<file path="config.mk">
export PLATFORM = sky130hd
export DESIGN_NAME = sys_tick_timer
export DESIGN_NICKNAME = d
export VERILOG_FILES = /design/src/rtl/sys_tick_pkg.sv /design/src/rtl/sys_tick_dp.sv /design/src/rtl/sys_tick_ctrl.sv /design/src/rtl/sys_tick_timer.sv
export SDC_FILE = /design/constraint.sdc
export NUM_CORES = 1
export LEC_CHECK = 0
export ABC_AREA = 1
export BUFFER_PORTS_ARGS = -buffer_cell sky130_fd_sc_hd__buf_2
export CAP_MARGIN = 0
export CORE_ASPECT_RATIO = 1.25
export CORE_MARGIN = 8
export CORE_UTILIZATION = 37
export DETAILED_ROUTE_END_ITERATION = 8
export MAX_ROUTING_LAYER = met4
export REMOVE_ABC_BUFFERS = 1
export SLEW_MARGIN = 30
export SYNTH_ARGS = -nofsm -noshare
export SYNTH_HDL_FRONTEND = slang
export SYNTH_SLANG_ARGS = --single-unit
</file>
<file path="constraint.sdc">
create_clock -name clk -period 1.9 [get_ports clk]
set_clock_uncertainty 0.15 [all_clocks]
set_input_delay 0.095 -clock clk [delete_from_list [all_inputs] [get_ports clk]]
set_output_delay 0.095 -clock clk [all_outputs]
set_load 0.1 [all_outputs]
</file>
<file path="src/rtl/sys_tick_pkg.sv">
package sys_tick_pkg;
  localparam int unsigned OFS_CTRL   = 'h10;
  localparam int unsigned OFS_RELOAD = 'h14;
  localparam int unsigned OFS_CUR    = 'h18;
  localparam int unsigned OFS_CALIB  = 'h1C;

  localparam int unsigned BIT_EN   = 0;
  localparam int unsigned BIT_INT  = 1;
  localparam int unsigned BIT_SRC  = 2;
  localparam int unsigned BIT_FLAG = 16;

  typedef struct packed {
    logic wrReload;
    logic loadCnt;
    logic decCnt;
  } tickStrobe_t;
endpackage

</file>
<file path="src/rtl/sys_tick_dp.sv">
module sys_tick_dp
  import sys_tick_pkg::*;
#(
  parameter int CNT_W = 24
) (
  input  logic                 clk,
  input  logic                 rst_n,
  input  tickStrobe_t          strobe,
  input  logic [CNT_W-1:0]     wrData,
  output logic [CNT_W-1:0]     cntVal,
  output logic [CNT_W-1:0]     reloadVal,
  output logic                 cntIsZero,
  output logic                 reloadIsZero
);
  logic [CNT_W-1:0] cntReg;
  logic [CNT_W-1:0] reloadReg;

  always_ff @(posedge clk) begin
    if (!rst_n) begin
      reloadReg <= '0;
    end else if (strobe.wrReload) begin
      reloadReg <= wrData;
    end
  end

  always_ff @(posedge clk) begin
    if (!rst_n) begin
      cntReg <= '0;
    end else if (strobe.loadCnt) begin
      cntReg <= reloadReg;
    end else if (strobe.decCnt) begin
      cntReg <= cntReg - CNT_W'(1);
    end
  end

  assign cntVal       = cntReg;
  assign reloadVal    = reloadReg;
  assign cntIsZero    = (cntReg == '0);
  assign reloadIsZero = (reloadReg == '0);

  AST_DEC_STEP: assert property (@(posedge clk) disable iff (!rst_n)
    (strobe.decCnt && !strobe.loadCnt) |=> (cntVal == $past(cntVal) - CNT_W'(1)));
  AST_LOAD_VALUE: assert property (@(posedge clk) disable iff (!rst_n)
    (strobe.loadCnt && !strobe.wrReload) |=> (cntVal == $past(reloadVal)));
endmodule

</file>
<file path="src/rtl/sys_tick_ctrl.sv">
module sys_tick_ctrl
  import sys_tick_pkg::*;
#(
  parameter int CNT_W  = 24,
  parameter int ADDR_W = 8,
  parameter int DATA_W = 32,
  parameter int CALIB  = 10000
) (
  input  logic              clk,
  input  logic              rst_n,
  input  logic              busWrEn,
  input  logic              busRdEn,
  input  logic [ADDR_W-1:0] busAddr,
  input  logic [DATA_W-1:0] busWrData,
  output logic [DATA_W-1:0] busRdData,
  input  logic              refTick,
  input  logic [CNT_W-1:0]  cntVal,
  input  logic [CNT_W-1:0]  reloadVal,
  input  logic              cntIsZero,
  input  logic              reloadIsZero,
  output tickStrobe_t       strobe,
  output logic              tickIrq
);
  logic ctlEn, ctlInt, ctlSrc, cntFlag;
  logic selCtrl, selReload, selCur, selCalib;
  logic wrCtrl, wrCur, rdCtrl;
  logic tickSrc, tickEn, wrapEvt, enRise, srcFlip;
  logic newEn, newSrc;

  assign selCtrl   = (busAddr == ADDR_W'(OFS_CTRL));
  assign selReload = (busAddr == ADDR_W'(OFS_RELOAD));
  assign selCur    = (busAddr == ADDR_W'(OFS_CUR));
  assign selCalib  = (busAddr == ADDR_W'(OFS_CALIB));

  assign wrCtrl = busWrEn && selCtrl;
  assign wrCur  = busWrEn && selCur;
  assign rdCtrl = busRdEn && selCtrl;

  assign newEn  = busWrData[BIT_EN];
  assign newSrc = busWrData[BIT_SRC];

  // Tick selection: core clock or external strobe; bus writes that touch
  // the count take the cycle instead of a tick.
  assign tickSrc = ctlSrc ? 1'b1 : refTick;
  assign tickEn  = ctlEn && tickSrc && !wrCtrl && !wrCur;
  assign wrapEvt = tickEn && cntIsZero;

  assign enRise  = wrCtrl && newEn && !ctlEn;
  assign srcFlip = wrCtrl && newEn && ctlEn && (newSrc != ctlSrc);

  always_comb begin
    strobe          = '0;
    strobe.wrReload = busWrEn && selReload;
    strobe.loadCnt  = enRise || srcFlip || wrCur || (wrapEvt && !reloadIsZero);
    strobe.decCnt   = tickEn && !cntIsZero;
  end

  always_ff @(posedge clk) begin
    if (!rst_n) begin
      ctlEn  <= 1'b0;
      ctlInt <= 1'b0;
      ctlSrc <= 1'b0;
    end else if (wrCtrl) begin
      ctlEn  <= newEn;
      ctlInt <= busWrData[BIT_INT];
      ctlSrc <= newSrc;
    end else if (wrapEvt && reloadIsZero) begin
      ctlEn  <= 1'b0;
    end
  end

  always_ff @(posedge clk) begin
    if (!rst_n) begin
      cntFlag <= 1'b0;
    end else if (wrapEvt) begin
      cntFlag <= 1'b1;
    end else if (rdCtrl || wrCur) begin
      cntFlag <= 1'b0;
    end
  end

  always_ff @(posedge clk) begin
    if (!rst_n) begin
      tickIrq <= 1'b0;
    end else begin
      tickIrq <= wrapEvt && ctlInt;
    end
  end

  always_comb begin
    busRdData = '0;
    if (busRdEn) begin
      if (selCtrl) begin
        busRdData[BIT_EN]   = ctlEn;
        busRdData[BIT_INT]  = ctlInt;
        busRdData[BIT_SRC]  = ctlSrc;
        busRdData[BIT_FLAG] = cntFlag;
      end else if (selReload) begin
        busRdData = DATA_W'(reloadVal);
      end else if (selCur) begin
        busRdData = ctlEn ? DATA_W'(cntVal) : '0;
      end else if (selCalib) begin
        busRdData = DATA_W'(CALIB);
      end
    end
  end

  AST_IRQ_SINGLE: assert property (@(posedge clk) disable iff (!rst_n)
    tickIrq |=> !tickIrq);
  AST_IRQ_WITH_FLAG: assert property (@(posedge clk) disable iff (!rst_n)
    tickIrq |-> cntFlag);
  AST_IRQ_NEEDS_INT: assert property (@(posedge clk) disable iff (!rst_n)
    tickIrq |-> $past(ctlInt));
  AST_ZERO_RELOAD_STOPS: assert property (@(posedge clk) disable iff (!rst_n)
    (wrapEvt && reloadIsZero) |=> !ctlEn);
  AST_CUR_WR_CLEARS: assert property (@(posedge clk) disable iff (!rst_n)
    wrCur |=> !cntFlag);
  AST_CTRL_WR_KEEPS_FLAG: assert property (@(posedge clk) disable iff (!rst_n)
    (wrCtrl && !busRdEn) |=> $stable(cntFlag));
  AST_OFF_NO_IRQ: assert property (@(posedge clk) disable iff (!rst_n)
    (!ctlEn) |=> !tickIrq);
endmodule

</file>
<file path="src/rtl/sys_tick_timer.sv">
module sys_tick_timer
  import sys_tick_pkg::*;
#(
  parameter int CNT_W  = 24,
  parameter int ADDR_W = 8,
  parameter int DATA_W = 32,
  parameter int CALIB  = 10000
) (
  input  logic              clk,
  input  logic              rst_n,
  input  logic              busWrEn,
  input  logic              busRdEn,
  input  logic [ADDR_W-1:0] busAddr,
  input  logic [DATA_W-1:0] busWrData,
  output logic [DATA_W-1:0] busRdData,
  input  logic              refTick,
  output logic              tickIrq
);
  tickStrobe_t      strobe;
  logic [CNT_W-1:0] cntVal;
  logic [CNT_W-1:0] reloadVal;
  logic             cntIsZero;
  logic             reloadIsZero;

  sys_tick_ctrl #(
    .CNT_W (CNT_W),
    .ADDR_W(ADDR_W),
    .DATA_W(DATA_W),
    .CALIB (CALIB)
  ) uCtrl (
    .clk         (clk),
    .rst_n       (rst_n),
    .busWrEn     (busWrEn),
    .busRdEn     (busRdEn),
    .busAddr     (busAddr),
    .busWrData   (busWrData),
    .busRdData   (busRdData),
    .refTick     (refTick),
    .cntVal      (cntVal),
    .reloadVal   (reloadVal),
    .cntIsZero   (cntIsZero),
    .reloadIsZero(reloadIsZero),
    .strobe      (strobe),
    .tickIrq     (tickIrq)
  );

  sys_tick_dp #(
    .CNT_W(CNT_W)
  ) uDp (
    .clk         (clk),
    .rst_n       (rst_n),
    .strobe      (strobe),
    .wrData      (busWrData[CNT_W-1:0]),
    .cntVal      (cntVal),
    .reloadVal   (reloadVal),
    .cntIsZero   (cntIsZero),
    .reloadIsZero(reloadIsZero)
  );
endmodule

</file>
==> flow_metrics.env, run 1 <==
export IMPL_clockBufferDepth=2
export IMPL_clk_latency_ns=0.30
export IMPL_top_layer="met4"
export IMPL_die_area_um2=13500
export IMPL_grt_max_degree=34
export IMPL_wl_met3_um=613
export IMPL_fin_cells=897
export IMPL_synth_area_leaders="dfxtp_1 29%, nand2_1 14%, a21oi_1 8.2%, nand3_1 8.1%, nor2_1 8.1%"
export IMPL_crit_arrival_ns=1.61
export IMPL_drv_slew=0
export IMPL_crit_path_max_fanout=4
export IMPL_finalSetupViolCount=0
export IMPL_synth_edf_count=0
export IMPL_grt_overflow=0
export IMPL_netlist_area_um2=3710
export IMPL_syn_inst=615
export IMPL_drt_first_pass_iters=5
export IMPL_viasPerCell=5.08
export IMPL_routabilityCongestion=0.967
export IMPL_grt_first_pass_wirelength_um=21800
export IMPL_vias=4556
export IMPL_cts_tree="yes"
export IMPL_ys_types=32
export IMPL_h_tree_depth=2
export IMPL_finalInstanceArea_um2=5680
export IMPL_die_height_um=128
export IMPL_diodes=0
export IMPL_dp_hpwl_um=10300
export IMPL_dp_slack_ns=-0.0545
export IMPL_clock_root_buffer="clkbuf_16"
export IMPL_drtAntennaViolNets=0
export IMPL_grt_pass1_vias=4472
export IMPL_hold_path_class="input port to register"
export IMPL_register_area_um2=1060
export IMPL_die_w_um=106
export IMPL_num_rows=41
export IMPL_cts_made_buffers=5
export IMPL_avgSynthCellArea_um2=6.04
export IMPL_antenna_found_initial=0
export IMPL_area_delta_synth_final_pct=53.0
export IMPL_post_route_period_util=0.976
export IMPL_wirelength_um=13700
export IMPL_placedInstanceArea_um2=5050
export IMPL_cts_sinks=53
export IMPL_drt_iter0_drc=270
export IMPL_fmaxAchievable_mhz=539
export IMPL_core_um2=9950
export IMPL_wl_met1_um=5950
export IMPL_synth_most_common_cell="nand2_1"
export IMPL_static_leakage_power_nw=2.60
export IMPL_synth_warning_count=0
export IMPL_synth_largest_area_cell="dfxtp_1"
export IMPL_dp_cells=861
export IMPL_fin_nets=814
export IMPL_yosysSeqAreaShare=0.286
export IMPL_synth_seq_cells=53
export IMPL_finalHoldViolCount=0
export IMPL_ir_worst_vdd_uv=325
export IMPL_rsz0062_at_grt="yes"
export IMPL_synth_common_cells="139 x nand2_1, 80 x nor2_1, 74 x inv_1, 61 x a21oi_1, 60 x nand3_1"
export IMPL_hold_ws_ns=0.0118
export IMPL_synth_ff_type="dfxtp_1"
export IMPL_cap_violations=0
export IMPL_end_kind="output port"
export IMPL_initial_utilization=0.373
export IMPL_outcome="complete, no violations"
export IMPL_multiInputGateArea_um2=2370
export IMPL_clkSlewWorstSetupHoldPaths_ns=0.07
export IMPL_powerDensity_nw_per_um2=446
export IMPL_routedWlPerCell_um=15.3
export IMPL_synth_top_area_share=0.286
export IMPL_ioPinCount=78
export IMPL_route_met2_wl_um=6840
export IMPL_cp_required_ns=1.65
export IMPL_drc=0
export IMPL_setup_ws_ns=0.0452
export IMPL_io_buffers=61
export IMPL_final_util=0.571
export IMPL_critPathLaunchType="register"
export IMPL_critPathKind="register to output port"
export IMPL_track_usage=0.205
export IMPL_async_flop_share=0
export IMPL_period_minus_slack_ns=1.85
export IMPL_fillers=974
export IMPL_final_layout_size_suffix_gt1_frac=0.273
-- state kept, by name, summed over array words and instances (netlist names) --
signal	count
uDp.reloadVal	24
uCtrl.tickIrq	1
uDp.cntVal	24
uCtrl.cntFlag	1
uCtrl.ctlEn	1
uCtrl.ctlInt	1
uCtrl.ctlSrc	1
-- stage by stage --
stage | setup TNS (ns) | total power [mW]
2_1_floorplan | -28.79 | 1.30
3_3_place_gp | 0 | 1.40
3_5_place_dp | -0.535 | 1.41
4_1_cts | 0 | 2.54
5_1_grt | -0.232 | 2.61
6_report | 0 | 2.53
-- critical path, stage by stage (launching register included) --
cell	delay, ns
dfxtp_2	0.38
nand3_2	0.14
buf_4	0.18
o22ai_1	0.20
inv_1	0.09
nor2_2	0.13
buf_12	0.19
-- layer usage --
| metal | global-route usage | vias up |
|---|---|---|
| li1 | - | 2291 |
| met3 | 0.0181 | 23 |
| met4 | 0.0631 | 0 |
| met2 | 0.356 | 126 |
| met1 | 0.245 | 2116 |
| met5 | - | - |
-- cells in the final DEF, fill, tap and decap left out, types with 2 or more instances in the layout --
cell and instances:
inv_1 71, nand2_4 2, xor2_1 13, clkbuf_16 5, buf_6 5, nand4_1 27
nor2_4 12, nand3_2 3, dfxtp_1 50, o21ai_1 2, o21ai_0 34, a21oi_1 59
dfxtp_2 3, dlygate4sd3_1 23, nand3b_1 2, nand3_1 58, nand2_2 5, inv_2 5
conb_1 8, buf_12 28, nand2_1 135, nor3_1 2, nor2_1 63, nor2_2 14
a21oi_2 2, buf_2 37, buf_4 78, o22ai_1 6, nand3_4 4
-- power breakdown --
| part | internal [mW] | total [mW] | switching, mW |
|---|---|---|---|
| combinational | 0.116 | 0.317 | 0.201 |
| sequential | 1.11 | 1.11 | 0.00201 |
| clock | 0.659 | 1.10 | 0.444 |
-- timing repair --
item                                    CTS  global route
hold buffers                             23             0
endpoints found under the setup margin   24            28
pin swaps                                 0            15
endpoints found under the hold margin    26             0
gates cloned                              0             1
resized for setup                         5            50
setup buffers                             0             4
-- cell type report --
class | instances | area share
Sequential cell | 53 | 0.187
Tap cell | 129 | 0.0284
Inverter | 77 | 0.0509
Clock buffer | 6 | 0.0245
Timing Repair Buffer | 171 | 0.285
Clock inverter | 2 | 0.00661
Multi-Input combinational cell | 459 | 0.417
-- cell families after synthesis --
| family | after synthesis | synth area share |
|---|---|---|
| adders and majority gates | 2 | 0.00674 |
| other | 1 | 0.00101 |
| buffers and inverters | 111 | 0.128 |
| and+or+nand+nor | 327 | 0.397 |
| xor gates and xnor gates | 14 | 0.0330 |
| AOI/OAI and AO/OA | 107 | 0.149 |
| DFF | 53 | 0.286 |
-- final timing paths --
kind | cells past startpoint | slack (ns) | from | to
worst max-delay path | 6 | 0.05 | uCtrl.ctlEn | busRdData[12]
worst min-delay path | 3 | 0.01 | busWrData[23] | uDp.reloadVal[23]
worst max register to register | 12 | 0.08 | uDp.cntVal[11] | uDp.cntVal[20]
worst min register to register | 2 | 0.34 | uCtrl.cntFlag | uCtrl.cntFlag
No activity file was read; power rests on OpenSTA's default activity.
==> inputs of run 2 (changes only) <==
--- a/config.mk
+++ b/config.mk
@@ -13,6 +13,7 @@
 export CORE_UTILIZATION = 37
 export DETAILED_ROUTE_END_ITERATION = 8
 export MAX_ROUTING_LAYER = met4
+export RECOVER_POWER = 25
 export REMOVE_ABC_BUFFERS = 1
 export SLEW_MARGIN = 30
 export SYNTH_ARGS = -nofsm -noshare
==> run 2 against run 1 <==
Effect of this change: utilization fell by 0.11 points; fmax is 0.45% higher; sequential share of layout area hardly changed; wire length is 0.12% higher; highest routed layer unchanged; largest cell class unchanged; critical path depth stayed put.
==> flow_metrics.env, run 2 (synthesis results as in run 1) <==
export IMPL_cts_sinks=53
export IMPL_drtAntennaViolNets=0
export IMPL_drv_slew=0
export IMPL_static_leakage_power_nw=2.60
export IMPL_powerDensity_nw_per_um2=447
export IMPL_fillers=978
export IMPL_end_kind="output port"
export IMPL_cp_slowest_cell="dfxtp_2"
export IMPL_ir_worst_vdd_uv=325
export IMPL_final_common_cell="nand2_1"
export IMPL_grt_overflow=0
export IMPL_drt_iter0_drc=275
export IMPL_dp_hpwl_um=10300
export IMPL_num_rows=41
export IMPL_register_area_um2=1060
export IMPL_antenna_found_initial=0
export IMPL_finalInstanceArea_um2=5670
export IMPL_final_layout_size_suffix_gt1_frac=0.271
export IMPL_cp_cell_sequence="nand3_2 > buf_4 > o22ai_1 > inv_1 > nor2_2 > buf_12"
export IMPL_most_common_layout_cells="135 x nand2_1, 76 x buf_4, 71 x inv_1"
export IMPL_clockBufferDepth=2
export IMPL_critPathLaunchType="register"
export IMPL_multiInputGateArea_um2=2360
export IMPL_period_minus_slack_ns=1.85
export IMPL_clock_root_buffer="clkbuf_16"
export IMPL_cp_required_ns=1.65
export IMPL_finalHoldViolCount=0
export IMPL_track_usage=0.205
export IMPL_final_util=0.570
export IMPL_io_buffers=61
export IMPL_post_route_period_util=0.972
export IMPL_grt_pass1_vias=4472
export IMPL_die_height_um=128
export IMPL_die_area_um2=13500
export IMPL_outcome="complete, no violations"
export IMPL_diodes=0
export IMPL_routabilityCongestion=0.967
export IMPL_fin_nets=814
export IMPL_crit_arrival_ns=1.60
export IMPL_wirelength_um=13700
export IMPL_finalSetupViolCount=0
export IMPL_dp_slack_ns=-0.0545
export IMPL_slew_headroom=0.591
export IMPL_core_um2=9950
export IMPL_tightestPinTransition_ns=0.613
export IMPL_area_delta_synth_final_pct=52.7
export IMPL_dp_cells=861
export IMPL_clkSlewWorstSetupHoldPaths_ns=0.07
export IMPL_initial_utilization=0.373
export IMPL_rsz0062_at_grt="yes"
export IMPL_fmaxAchievable_mhz=542
export IMPL_setup_ws_ns=0.0536
export IMPL_grt_max_degree=34
export IMPL_cts_made_buffers=5
export IMPL_crit_path_max_fanout=4
export IMPL_vias=4556
export IMPL_routedWlPerCell_um=15.3
export IMPL_fin_cells=897
export IMPL_drc=0
export IMPL_clk_latency_ns=0.30
export IMPL_placedInstanceArea_um2=5050
export IMPL_cap_violations=0
export IMPL_h_tree_depth=2
export IMPL_hold_path_class="input port to register"
export IMPL_die_w_um=106
export IMPL_critPathKind="register to output port"
export IMPL_ioPinCount=78
export IMPL_critPathMaxStageDelay_ns=0.38
export IMPL_viasPerCell=5.08
export IMPL_cts_tree="yes"
export IMPL_grt_first_pass_wirelength_um=21800
export IMPL_drt_first_pass_iters=4
## run 2: cell count changes in the layout (fill, tap and decap cells not counted), sizes merged
| cell | before | now |
|---|---|---|
| buf | 148 | 145 |
| clkbuf | 6 | 9 |
## run 2: critical path, delay by kind of cell (launching register included)
kind / cells / cell delay, ns
compound gates: 1 / 0.19
buf+inv: 3 / 0.46
flops: 1 / 0.38
simple gates: 2 / 0.27
## run 2: where the power goes
group          leakage (nW)  internal (mW)  switching, mW
Clock                0.0831          0.659          0.445
Combinational          2.09          0.115          0.201
Sequential            0.428           1.11        0.00202
## run 2: area by class of cell
cell class                 count  share of cell area
inverter                      77              0.0510
multi-input combinational    459               0.417
clock inverter                 2             0.00662
tap                          129              0.0285
timing repair buffer         171               0.284
clock buffer                   6              0.0245
sequential                    53               0.188
## run 2: timing repair
| item | in CTS | in global routing |
|---|---|---|
| pin swaps | 0 | 15 |
| endpoints found under the setup margin | 24 | 28 |
| buffers inserted | 0 | 4 |
| hold endpoints to repair | 26 | 0 |
| gates cloned | 0 | 1 |
| hold buffers | 23 | 0 |
| resized for setup | 5 | 50 |
## run 2: per-stage QoR
stage / total power, mW / hold slack [ns] / setup TNS (ns)
after floorplan: 1.30 / 0.0655 / -28.79
after global placement: 1.40 / 0.221 / 0
after detailed placement: 1.41 / 0.228 / -0.535
after CTS: 2.54 / 0.00303 / 0
after global routing: 2.61 / 0.0696 / -0.232
final: 2.54 / 0.0103 / 0
## run 2: final timing paths
path,slack (ns),end,start,cells after the start
max,0.05,busRdData[12],uCtrl.ctlEn,6
min,0.01,uDp.reloadVal[23],busWrData[23],3
max reg2reg,0.08,uDp.cntVal[20],uDp.cntVal[11],12
min reg2reg,0.34,uCtrl.cntFlag,uCtrl.cntFlag,2
## run 2: routing by layer
metal / GRT usage / part of all wire / vias up
met4: 0.0631 / 0.018 / 0
met3: 0.0181 / 0.045 / 20
met5: - / 0 / -
met1: 0.245 / 0.44 / 2124
li1: - / - / 2290
met2: 0.356 / 0.50 / 122
